--- config.mk ---
export PLATFORM = sky130hd
export DESIGN_NAME = bigmul_remap_seq
export DESIGN_NICKNAME = d
export VERILOG_FILES = /design/src/rtl/bigmul_remap_seq.sv
export SDC_FILE = /design/constraint.sdc
export NUM_CORES = 1
export LEC_CHECK = 0
export ABC_AREA = 1
export ABC_CLOCK_PERIOD_IN_PS = 17480
export BUFFER_PORTS_ARGS = -buffer_cell sky130_fd_sc_hd__buf_2
export CAP_MARGIN = 20
export CORE_ASPECT_RATIO = 1.5
export CORE_MARGIN = 1.5
export CORE_UTILIZATION = 25
export CTS_BUF_LIST = sky130_fd_sc_hd__clkbuf_4 sky130_fd_sc_hd__clkbuf_8
export DETAILED_ROUTE_END_ITERATION = 6
export PLACE_DENSITY = 0.43
export SYNTH_ARGS = -nofsm -noshare
export SYNTH_HDL_FRONTEND = slang
export SYNTH_SLANG_ARGS = --single-unit
export TNS_END_PERCENT = 1
--- constraint.sdc ---
create_clock -name clk -period 17.48 [get_ports clk]
set_clock_uncertainty 0.2 [all_clocks]
set_input_delay 3.496 -clock clk [delete_from_list [all_inputs] [get_ports clk]]
set_output_delay 3.496 -clock clk [all_outputs]
set_load 0.02 [all_outputs]
--- src/rtl/bigmul_remap_seq.sv ---
module bigmul_remap_seq #(
  parameter int DW = 6,
  localparam int SW = 2*DW + 8
) (
  input  logic          clk,
  input  logic          rst_n,
  input  logic          start,
  input  logic          step,
  input  logic [SW-1:0] shape,
  output logic [DW-1:0] a_idx,
  output logic [DW-1:0] b_idx,
  output logic [DW:0]   p_idx,
  output logic          valid,
  output logic          inner_last,
  output logic          done
);

  logic [DW-1:0] a_m1, b_m1, oc, ic, ii, jj, len_m1;
  logic [4:0]    sub;
  logic          run, fin;

  logic          bm, irev, jrev, row_end, all_end, ok;
  logic [DW:0]   bsz, sum;

  logic [DW-1:0] sh_a, sh_b;
  logic [4:0]    sh_sub;
  assign sh_a   = shape[DW-1:0];
  assign sh_b   = shape[2*DW-1:DW];
  assign sh_sub = shape[2*DW+4:2*DW];
  assign ok = (shape[2*DW+6:2*DW+5] == 2'b10) && shape[2*DW+7] &&
              (sh_sub[0] || (!sh_sub[1] && sh_a <= sh_b));

  assign bm   = sub[0];
  assign irev = bm ? (sub[2] ^ sub[4]) : sub[2];
  assign jrev = bm & (sub[2] ^ sub[3]);
  assign ii   = irev ? (a_m1 - oc) : oc;
  assign len_m1 = bm ? b_m1 : (sub[4] ? (b_m1 - ii) : ii);
  assign jj   = bm ? (jrev ? (b_m1 - ic) : ic)
                   : (sub[3] ? (b_m1 - len_m1 + ic) : ic);
  assign bsz  = {1'b0, b_m1} + 1'b1;
  assign sum  = {1'b0, ii} + {1'b0, jj};

  assign row_end = (ic == len_m1);
  assign all_end = row_end && (oc == a_m1);

  always_comb begin
    if (!bm)        p_idx = {1'b0, ii};
    else if (sub[1]) p_idx = sum % bsz;
    else            p_idx = sum;
  end

  assign a_idx      = ii;
  assign b_idx      = jj;
  assign valid      = run;
  assign inner_last = run & row_end;
  assign done       = fin | (run & all_end);

  always_ff @(posedge clk or negedge rst_n) begin
    if (!rst_n) begin
      run <= 1'b0; fin <= 1'b0;
      oc <= '0; ic <= '0;
      a_m1 <= '0; b_m1 <= '0; sub <= '0;
    end else if (start) begin
      a_m1 <= sh_a; b_m1 <= sh_b; sub <= sh_sub;
      oc <= '0; ic <= '0;
      run <= ok; fin <= !ok;
    end else if (run && step) begin
      if (row_end) begin
        ic <= '0;
        if (oc == a_m1) begin
          run <= 1'b0; fin <= 1'b1;
        end else begin
          oc <= oc + 1'b1;
        end
      end else begin
        ic <= ic + 1'b1;
      end
    end
  end

  a_r9_last_needs_valid: assert property (@(posedge clk) disable iff (!rst_n)
    inner_last |-> valid);
  a_r2_in_range: assert property (@(posedge clk) disable iff (!rst_n)
    valid |-> (a_idx <= a_m1) && (b_idx <= b_m1));
  a_r3_mod_below_b: assert property (@(posedge clk) disable iff (!rst_n)
    valid && sub[0] && sub[1] |-> p_idx < bsz);
  a_r5_prefix_row: assert property (@(posedge clk) disable iff (!rst_n)
    valid && !sub[0] |-> p_idx == {1'b0, a_idx});
  a_r10_done_holds: assert property (@(posedge clk) disable iff (!rst_n)
    done && !start |=> done);
  a_r10_idle_after_done: assert property (@(posedge clk) disable iff (!rst_n)
    done && step && !start |=> !valid);
  a_r12_hold: assert property (@(posedge clk) disable iff (!rst_n)
    valid && !step && !start |=> valid && $stable(a_idx) && $stable(b_idx) && $stable(p_idx));

endmodule

* After elaboration in Yosys (flattened, before gate mapping)
Cells that the tools add are included.
** Storage, ports and cells
- Flip-flop bits (word level) :: 31
** Cells by class
- Muxes and demuxes :: 24
- Eq/ne operators :: 4
- Bitwise logic cells :: 6
- Add/sub/neg operators :: 9
- Div/mod/pow operators :: 1
- $lt $le $gt $ge :: 1
- Reductions and logical operators :: 13
** Operators by type and width (number)
- $mux 6 :: 13
- $sub 6x6->6 :: 4
- $mux 7 :: 2
- $add 6x1->6 const B :: 2
- $eq 6x6->1 :: 2
- $mux 1 :: 9
- $add 6x1->7 const B :: 1
- $add 6x6->7 :: 1
- $mod 7x7->7 :: 1
- $add 6x6->6 :: 1
- $le 6x6->1 :: 1
- $reduce_and 3->1 :: 2
- $reduce_bool 2->1 :: 3
- $logic_and 1x1->1 :: 5
- $and 1x1->1 :: 3
- $eq 2x2->1 const B :: 1
- $logic_not 1->1 :: 2
- $ne 2x2->1 const B :: 1
- $xor 1x1->1 :: 2
- $logic_or 1x1->1 :: 1
- $or 1x1->1 :: 1

* Longest topological paths before layout
Gate-level depths: netlist (run 1).
- Depth in word-level cells :: 14
- Depth in mapped cells :: 101
- Mapped depth without buffers :: 101

* Worst setup path after synthesis (run 1)
OpenSTA, ideal clock, no wires.
- Path kind :: reg2out
- Start point :: register sub[2]
- End point :: output p_idx[3]
- Arrival :: 13228 ps
- Path buffers :: 0
- Slack :: 556 ps
- Stages on the path, launching flop included :: 91
- Cell sequence :: dfrtp_1 -> inv_1 -> nand3_2 -> nand2_4 -> inv_2 -> o21ai_0 -> ha_1 -> fa_1 -> nand2_1 -> o211ai_2 -> fa_1 -> fa_1 -> nand2_1 -> nand2_1 -> a21oi_1 -> xor2_1 -> nand2_1 -> o21ai_0 -> (+55 left out) -> o21ai_0 -> nand2_1 -> nand2_1 -> nand2_1 -> nand2_1 -> o21ai_0 -> ha_1 -> nand3_1 -> nand2_1 -> a21oi_1 -> nor2_1 -> nor2_1 -> o21ai_0 -> a21oi_1 -> o21ai_0 -> nor2_1 -> nand2_1 -> a21oi_1
** Between the ends
- Longest elaborated chain between the ends :: 14
- Elaborated cells on any way between the ends :: 17
- Those cells by class :: add/sub: 4; div: 1; mux: 9; bitwise: 3
** RTL lines
- start: declaration :: RTL line 19 : logic [4:0] sub;
- start signal: assignment :: RTL line 62 : a_m1 <= '0; b_m1 <= '0; sub <= '0;
- start signal: assignment :: RTL line 64 : a_m1 <= sh_a; b_m1 <= sh_b; sub <= sh_sub;
- $xor 1x1->1 :: RTL line 34 : assign irev = bm ? (sub[2] ^ sub[4]) : sub[2];
- $mux 1 (*) :: RTL line 34
- $mux 6 (*) :: RTL line 36 : assign ii = irev ? (a_m1 - oc) : oc;
- net a_idx[0] :: RTL line 10 : output logic [DW-1:0] a_idx,
- $sub 6x6->6 :: RTL line 37 : assign len_m1 = bm ? b_m1 : (sub[4] ? (b_m1 - ii) : ii);
- $mux 6 (*) (2 in a row) :: RTL line 37
- $sub 6x6->6 (*) :: RTL line 39 : : (sub[3] ? (b_m1 - len_m1 + ic) : ic);
- $add 6x6->6 (*) :: RTL line 39
- $mux 6 (*) :: RTL line 39
- $mux 6 (*) :: RTL line 38 : assign jj = bm ? (jrev ? (b_m1 - ic) : ic)
- net b_idx[4] :: RTL line 11 : output logic [DW-1:0] b_idx,
- $add 6x6->7 (*) :: RTL line 41 : assign sum = {1'b0, ii} + {1'b0, jj};
- $mod 7x7->7 (*) :: RTL line 48 : else if (sub[1]) p_idx = sum % bsz;
- $mux 7 (*) :: RTL line 48
- $mux 7 (*) :: RTL line 47 : if (!bm) p_idx = {1'b0, ii};
- end: declaration :: RTL line 12 : output logic [DW:0] p_idx,
Mark *: on every way through the listed nets, which the timed path passes. The rest lies on a longest branch.

* Worst setup path in the final report (run 1)
- Start point :: register oc[0]
- End point :: output p_idx[4]
** Between the ends
- Longest elaborated chain between the ends :: 13
** RTL lines
- start: declaration :: RTL line 18 : logic [DW-1:0] a_m1, b_m1, oc, ic, ii, jj, len_m1;
- start signal: assignment :: RTL line 73 : oc <= oc + 1'b1;
- $sub 6x6->6 :: RTL line 36
- $mux 6 (*) :: RTL line 36
- $sub 6x6->6 :: RTL line 37
- $mux 6 (2 in a row) :: RTL line 37
- $sub 6x6->6 :: RTL line 39
- $add 6x6->6 :: RTL line 39
- $mux 6 :: RTL line 39
- $mux 6 :: RTL line 38
- $add 6x6->7 :: RTL line 41
- $mod 7x7->7 :: RTL line 48
- $mux 7 :: RTL line 48
- $mux 7 (*) :: RTL line 47
Every way passes the cells marked *; elsewhere a longest branch is shown, timed or not.

==> results of run 1 <==
[synthesized netlist by cell type (all sizes together)]
cell	number
o221ai	2
a211oi	2
nor2	47
a21boi	1
inv	110
o21ai	43
dfrtp	31
nand3b	1
a221oi	3
a21o	4
o2111ai	1
nor3	4
a21oi	28
o31ai	1
o22a	1
xnor2	11
o21bai	5
o21a	3
and2	5
or2	10
or3	1
xor2	26
nand4	7
nor4	2
o22ai	6
o211ai	3
ha	63
fa	10
nand2	208
clkinv	1
nand3	68
a31oi	1
clkbuf	6
buf	3
[cell families after synthesis]
kind of cell               after synthesis
adders and majority gates               73
buffers and inverters                  120
and+or+nand+nor                        353
AOI/OAI and AO/OA                      104
DFF                                     31
xor gates and xnor gates                37
[flip-flops by register name, indices dropped and copies added (netlist names)]
signal,count
a_m1,6
b_m1,6
fin,1
ic,6
oc,6
sub,5
valid,1
[worst max-delay path, delay by kind of cell, from the launching register on]
| kind | cells | cell delay [ns] |
|---|---|---|
| AO/OA/AOI/OAI | 23 | 3.17 |
| flip-flops | 1 | 0.41 |
| adder cells (fa/ha/maj) | 13 | 3.83 |
| buffers and inverters | 17 | 1.42 |
| AND/OR/NAND/NOR | 42 | 3.61 |
| XOR/XNOR | 2 | 0.30 |
[per-stage QoR]
stage | setup WS [ns] | TNS [ns]
after CTS | 0.00720 | 0
after floorplan | 0.556 | 0
final | 0.722 | 0
after detailed placement | -0.00410 | -0.00410
after global placement | -0.000328 | -0.000328
after global routing | -0.219 | -1.30
[per-layer routing]
metal / routed length (µm) / up-vias
met5: 0 / -
met4: 552 / 0
met3: 398 / 24
met2: 8350 / 82
met1: 6480 / 2196
li1: - / 2533
[area by class of cell]
type / instances / area [µm²]
sequential: 31 / 777
timing repair buffer: 94 / 607
multi-input combinational: 567 / 3980
inverter: 111 / 419
clock buffer: 8 / 104
tap: 252 / 315
fill: 2072 / 12500
[final timing paths]
kind | endpoint | start | cells after the start | slack, ns
setup / recovery | p_idx[4] | oc[0] | 97 | 0.72
hold reg to reg | fin | fin | 2 | 0.27
setup reg to reg | oc[4] | oc[0] | 22 | 13.81
min in group asynchronous | fin | rst_n | 1 | 3.06
hold / removal | fin | fin | 2 | 0.27
max in group asynchronous | oc[0] | rst_n | 1 | 13.49
[cells in the final DEF (no fill, tap or decap), types with 20 or more instances in the layout]
cell type and instances:
a21oi_1 20, buf_2 41, buf_4 52, dfrtp_1 30, ha_1 48, inv_1 99, nand2_1 168, nand2_2 30
nand3_1 54, nor2_1 42, o21ai_0 26, xor2_1 26
[what timing repair did]
item | 4_1_cts | 5_1_grt
cloned | 0 | 0
endpoints found under the setup margin | 7 | 7
pin swaps | 2 | 44
setup buffers | 0 | 16
resized for setup | 11 | 91
==> impl_results.md, run 1 <==
* Ports at between 40 and 50
* Slowest cell on crit path: fa_2
* Cell Area, Synth at between 4000 and 5000 µm²
* Die Area at roughly 20000 µm²
* Final Core Density at 33.1%
* Area grow syn2layout at 29.0%
* # port buffers at 45
* Drt pass-1 iters at 5
* CTS H-Tree Depth at 2
* Largest family of logic cells by synthesized area: simple AND/OR/NAND/NOR gates
* Syn Nets at between 800 and 900
* HPWL Detailed at ~13 mm
* Final hold violation count at 0
* Slew headroom at between 30% and 40%
* Clock sink count at 31
* Syn avg cell area at about 6.7 µm²
* Initial Utilization at around 26%
* Placed cell area at between 5000 and 6000 µm²
* Mapped Cells at just over 700
* Status: finished clean
* Clk slew on worst S/H paths at approximately 0.070 ns
* Maxcap violations at 0
* CTS tree: yes
* Tmin final at 16.76 ns
* Antenna violations before repair at 0
* Die width at ~120 µm
* Crit-path max cell delay at 0.58 ns
* Xor/xnor share of the synthesized area at 6.74%
* Final cycle utilization of the critical path at between 90 and 100%
* Share of the synthesized area in the top cell type at 16.4%
* Area leader, netlist: ha_1
* ANT nets after route at 0
* CTS Buf Count at 5
* First DRT Iteration DRCs at 192
* Share of post-route cells with drive strength above 1 at 27.7%
* Crit start category: flip-flop
* Worst hold path type: reg2reg
* Netlist cell types at 51
* Met3 usage at 1.16%
* Synth area leaders: ha_1 16%, dfrtp_1 16%, nand2_1 15%
* Total track usage at between 10% and 20%
* Simple-gate area share of the yosys netlist at between 30% and 40%
* Post-synthesis adder-cell area fraction at 20.6%
* Setup Viol. Count Final at 0
* # rows at 61
* Via count at 4835
* Ys Warns at 0
* CP arrival at approximately 13 ns
* Global-route wire length before repair at about 25 mm
* Met1 Use GR at about a fifth
* Vias in the first global route at 4794
* Final Cell Area at slightly above 6000 µm²
* Post-Layout Cell Count at 1063
* CTS max path bufs at 2
* Diode count at 0
* Setup crit end kind: output port
* Met2 usage at between 20% and 30%
* Worst Tran Pin Value at roughly 0.96 ns
* Worst setup path category: reg2out
* Busiest grt layer: met2
* Layout Nets at roughly 910
* Core Box Area at approximately 19000 µm²
* Largest net degree at the start of global routing at 39
* Mux share of post-synthesis cell area at 0%
* Post-synthesis sequential area ratio at around 16%
* DIE HEIGHT at 173 µm
* DRC at 0
* WHS at approximately 0.27 ns
* Synth Register Bits at 31
* Inst Count DP at approximately 1000
* Critical Path Fanout Max at 5
* Routability cong. at 0.825
* Cell mode on critical path: nand2_2
* DR vias/cell at roughly 4.5
* Worst endpoint required time at about 14 ns
* Clk Latency, worst-skew pair at ~0.29 ns
* Max-slew violation count at 0
* Compound-Gate Fraction of Synth Area at 13.5%
* Remaining global-route overflow at 0
* Final wirelength at around 16 mm
* CTS root buf: clkbuf_8
* Post-CTS Hold Buffers at 0
* DR WL/cell at roughly 15 µm
* Fmax at ~0.060 GHz
Power of run 1 is not shown: default switching activity piles up to over one toggle a cycle in this logic, so the estimate is an artifact.
==> run 2: changes to the inputs <==
--- a/config.mk
+++ b/config.mk
@@ -7,14 +7,14 @@
 export LEC_CHECK = 0
 export ABC_AREA = 1
 export ABC_CLOCK_PERIOD_IN_PS = 17480
-export BUFFER_PORTS_ARGS = -buffer_cell sky130_fd_sc_hd__buf_2
 export CAP_MARGIN = 20
 export CORE_ASPECT_RATIO = 1.5
 export CORE_MARGIN = 1.5
 export CORE_UTILIZATION = 25
 export CTS_BUF_LIST = sky130_fd_sc_hd__clkbuf_4 sky130_fd_sc_hd__clkbuf_8
 export DETAILED_ROUTE_END_ITERATION = 6
-export PLACE_DENSITY = 0.43
+export DONT_BUFFER_PORTS = 1
+export PLACE_DENSITY = 0.41
 export SYNTH_ARGS = -nofsm -noshare
 export SYNTH_HDL_FRONTEND = slang
 export SYNTH_SLANG_ARGS = --single-unit
==> run 2 against run 1 <==
Critical path depth fell by 1. Worst setup slack better by 0.11 ns. Routed wire length increased by 2.2%. Largest cell class unchanged. Non-clock buffer count fell by 37. First-iteration DRC count rose by 5.2%. Register-to-register slack lost 0.04 ns. Utilization fell by 0.82 points. Hold slack better by 0.0018 ns. Count of clock-buffer cells in the layout unchanged. Maximum frequency increased by 0.68%.
==> impl_results.md, run 2 (synthesized netlist as in run 1, its figures left out) <==
* CTS H-Tree Depth at 2 (unchanged)
* Slowest cell on crit path: fa_2
* Area grow syn2layout at 25.8%
* Fillers at 2090 (+0.87%)
* R2r endpoint: oc[1]
* Worst hold path type: reg2reg
* Antenna violations before repair at 0 (unchanged)
* Ports at 46 (unchanged)
* Placed cell area at 5370 µm² (-3.1%)
* Clock sink count at 31 (unchanged)
* Multi-input logic area at 4000 µm² (+0.60%)
* Global-route wire length before repair at 25.2 mm (+1.6%)
* CTS Buf Count at 5 (unchanged)
* Total track usage at 16.4% (+0.43 points)
* Crit start category: flip-flop
* DR vias/cell at 4.63 (+1.8%)
* # port buffers at 0 (-100%)
* Via count at 4752 (-1.7%)
* Worst setup path category: reg2out
* TNS Setup at 0 ns (unchanged)
* Crit-path max cell delay at 0.56 ns (-0.02 ns)
* Maxcap violations at 0 (unchanged)
* Tmin final at 16.65 ns (-0.113 ns)
* Worst Tran Pin Value at 0.866 ns (-0.0905 ns)
* Top delay family on crit path: adder cells
* Drt pass-1 iters at 4 (-1)
* Share of post-route cells with drive strength above 1 at 25.2% (-2.5 points)
* Worst R2R Start: a_m1[0]
* Post-CTS Hold Buffers at 0 (unchanged)
* Setup ws final at 0.835 ns (+0.113 ns)
* Initial Utilization at 25.7% (unchanged)
* Largest net degree at the start of global routing at 39 (unchanged)
* Crit path launch: a_m1[0]
* R2R depth at 21 (-4.5%)
* CTS root buf: clkbuf_8
* Setup crit end kind: output port
* Worst Setup EP: p_idx[3]
* DIE HEIGHT at 173 µm (unchanged)
* HPWL Detailed at 13.3 mm (+0.94%)
* Clk Latency, worst-skew pair at 0.29 ns (about the same)
* Die width at 116 µm (unchanged)
* Levels on crit path at 96 (-1.0%)
* Remaining global-route overflow at 0 (unchanged)
* Clk slew on worst S/H paths at 0.07 ns (about the same)
* CTS tree: yes
* Vias in the first global route at 4692 (-2.1%)
* Register area at 776 µm² (-0.16%)
* Most common cell after layout, fill and taps aside: nand2_1
* Routability cong. at 0.866 (+5.0%)
* Final cycle utilization of the critical path at 95.2% (-0.65 points)
* Diode count at 0 (unchanged)
* CTS max path bufs at 2 (unchanged)
* Critical Path Fanout Max at 5 (unchanged)
* CP arrival at 12.95 ns (-0.11 ns)
* Die Area at 20100 µm² (unchanged)
* Layout Nets at 870 (-4.1%)
* Fmax at 0.0601 GHz (+0.68%)
* Worst Path Buf+Inv at 11 (-6)
* DR WL/cell at 15.7 µm (+5.9%)
* Status: finished clean
* ANT nets after route at 0 (unchanged)
* DRC at 0 (unchanged)
* Commonest non-fill, non-tap cells in the layout: 164 x nand2_1, 98 x inv_1, 56 x buf_4, 55 x nand3_1, 48 x ha_1
* Final wirelength at 16.1 mm (+2.2%)
* Core Box Area at 18700 µm² (unchanged)
* Final hold violation count at 0 (unchanged)
* Setup Viol. Count Final at 0 (unchanged)
* Slew headroom at 42.1% (+6.1 points)
* First DRT Iteration DRCs at 202 (+5.2%)
* Final Cell Area at 6050 µm² (-2.5%)
* Cell mode on critical path: nand2_2
* R2R Setup Slk at 13.77 ns (-0.04 ns)
* Post-Place Setup Slack at -0.135 ns (-0.131 ns)
* Worst endpoint required time at 13.78 ns (about the same)
* Max-slew violation count at 0 (unchanged)
* # rows at 61 (unchanged)
-- run 2: changes by cell type in the layout (fill, tap and decap cells not counted), sizes merged --
cell and change:
buf -37
-- run 2: through the flow --
| step | util (%) | std cells | hold WS [ns] |
|---|---|---|---|
| finish | 32.3 | 1026 | 0.272 |
| detailed placement | 28.7 | 1001 | 0.260 |
| floorplan | - | 718 | 0.242 |
| global placement | 28.7 | 1001 | 0.263 |
| global route | 32.3 | 1026 | 0.319 |
| CTS | 29.5 | 1010 | 0.278 |
-- run 2: how the worst min path moves through the flow --
stage	cells past startpoint	startpoint	slack [ns]	end
3_5_place_dp	2	fin	0.26	fin
2_1_floorplan	2	fin	0.24	fin
6_report	2	fin	0.27	fin
3_3_place_gp	2	fin	0.26	fin
5_1_grt	2	fin	0.32	fin
4_1_cts	2	fin	0.28	fin
-- run 2: worst min-delay path: cells and delay by family (launching register included) --
kind             cells  cell delay [ns]
AND/OR/NAND/NOR      2             0.10
flip-flops           1             0.34
-- run 2: per-layer routing --
metal / track usage (%) / vias up / part of all wire (%)
met5: 0 / - / 0
met4: 5.08 / 0 / 2.4
met3: 2.42 / 22 / 3.8
met2: 31.0 / 76 / 54
met1: 18.3 / 2203 / 40
li1: - / 2451 / -
-- run 2: layout make-up --
class / instances / share of cell area, %
multi-input cells: 567 / 66.2
well taps: 252 / 5.22
repair buffers: 57 / 7.14
clock buffers: 8 / 1.72
flip-flops and latches: 31 / 12.8
inverters: 111 / 6.93
-- run 2: what timing repair did --
action | CTS | global route
gates resized for setup | 10 | 96
endpoints found under the setup margin | 7 | 7
pin swaps | 5 | 57
setup buffers | 1 | 16
Power of run 2 is left out for the same reason.
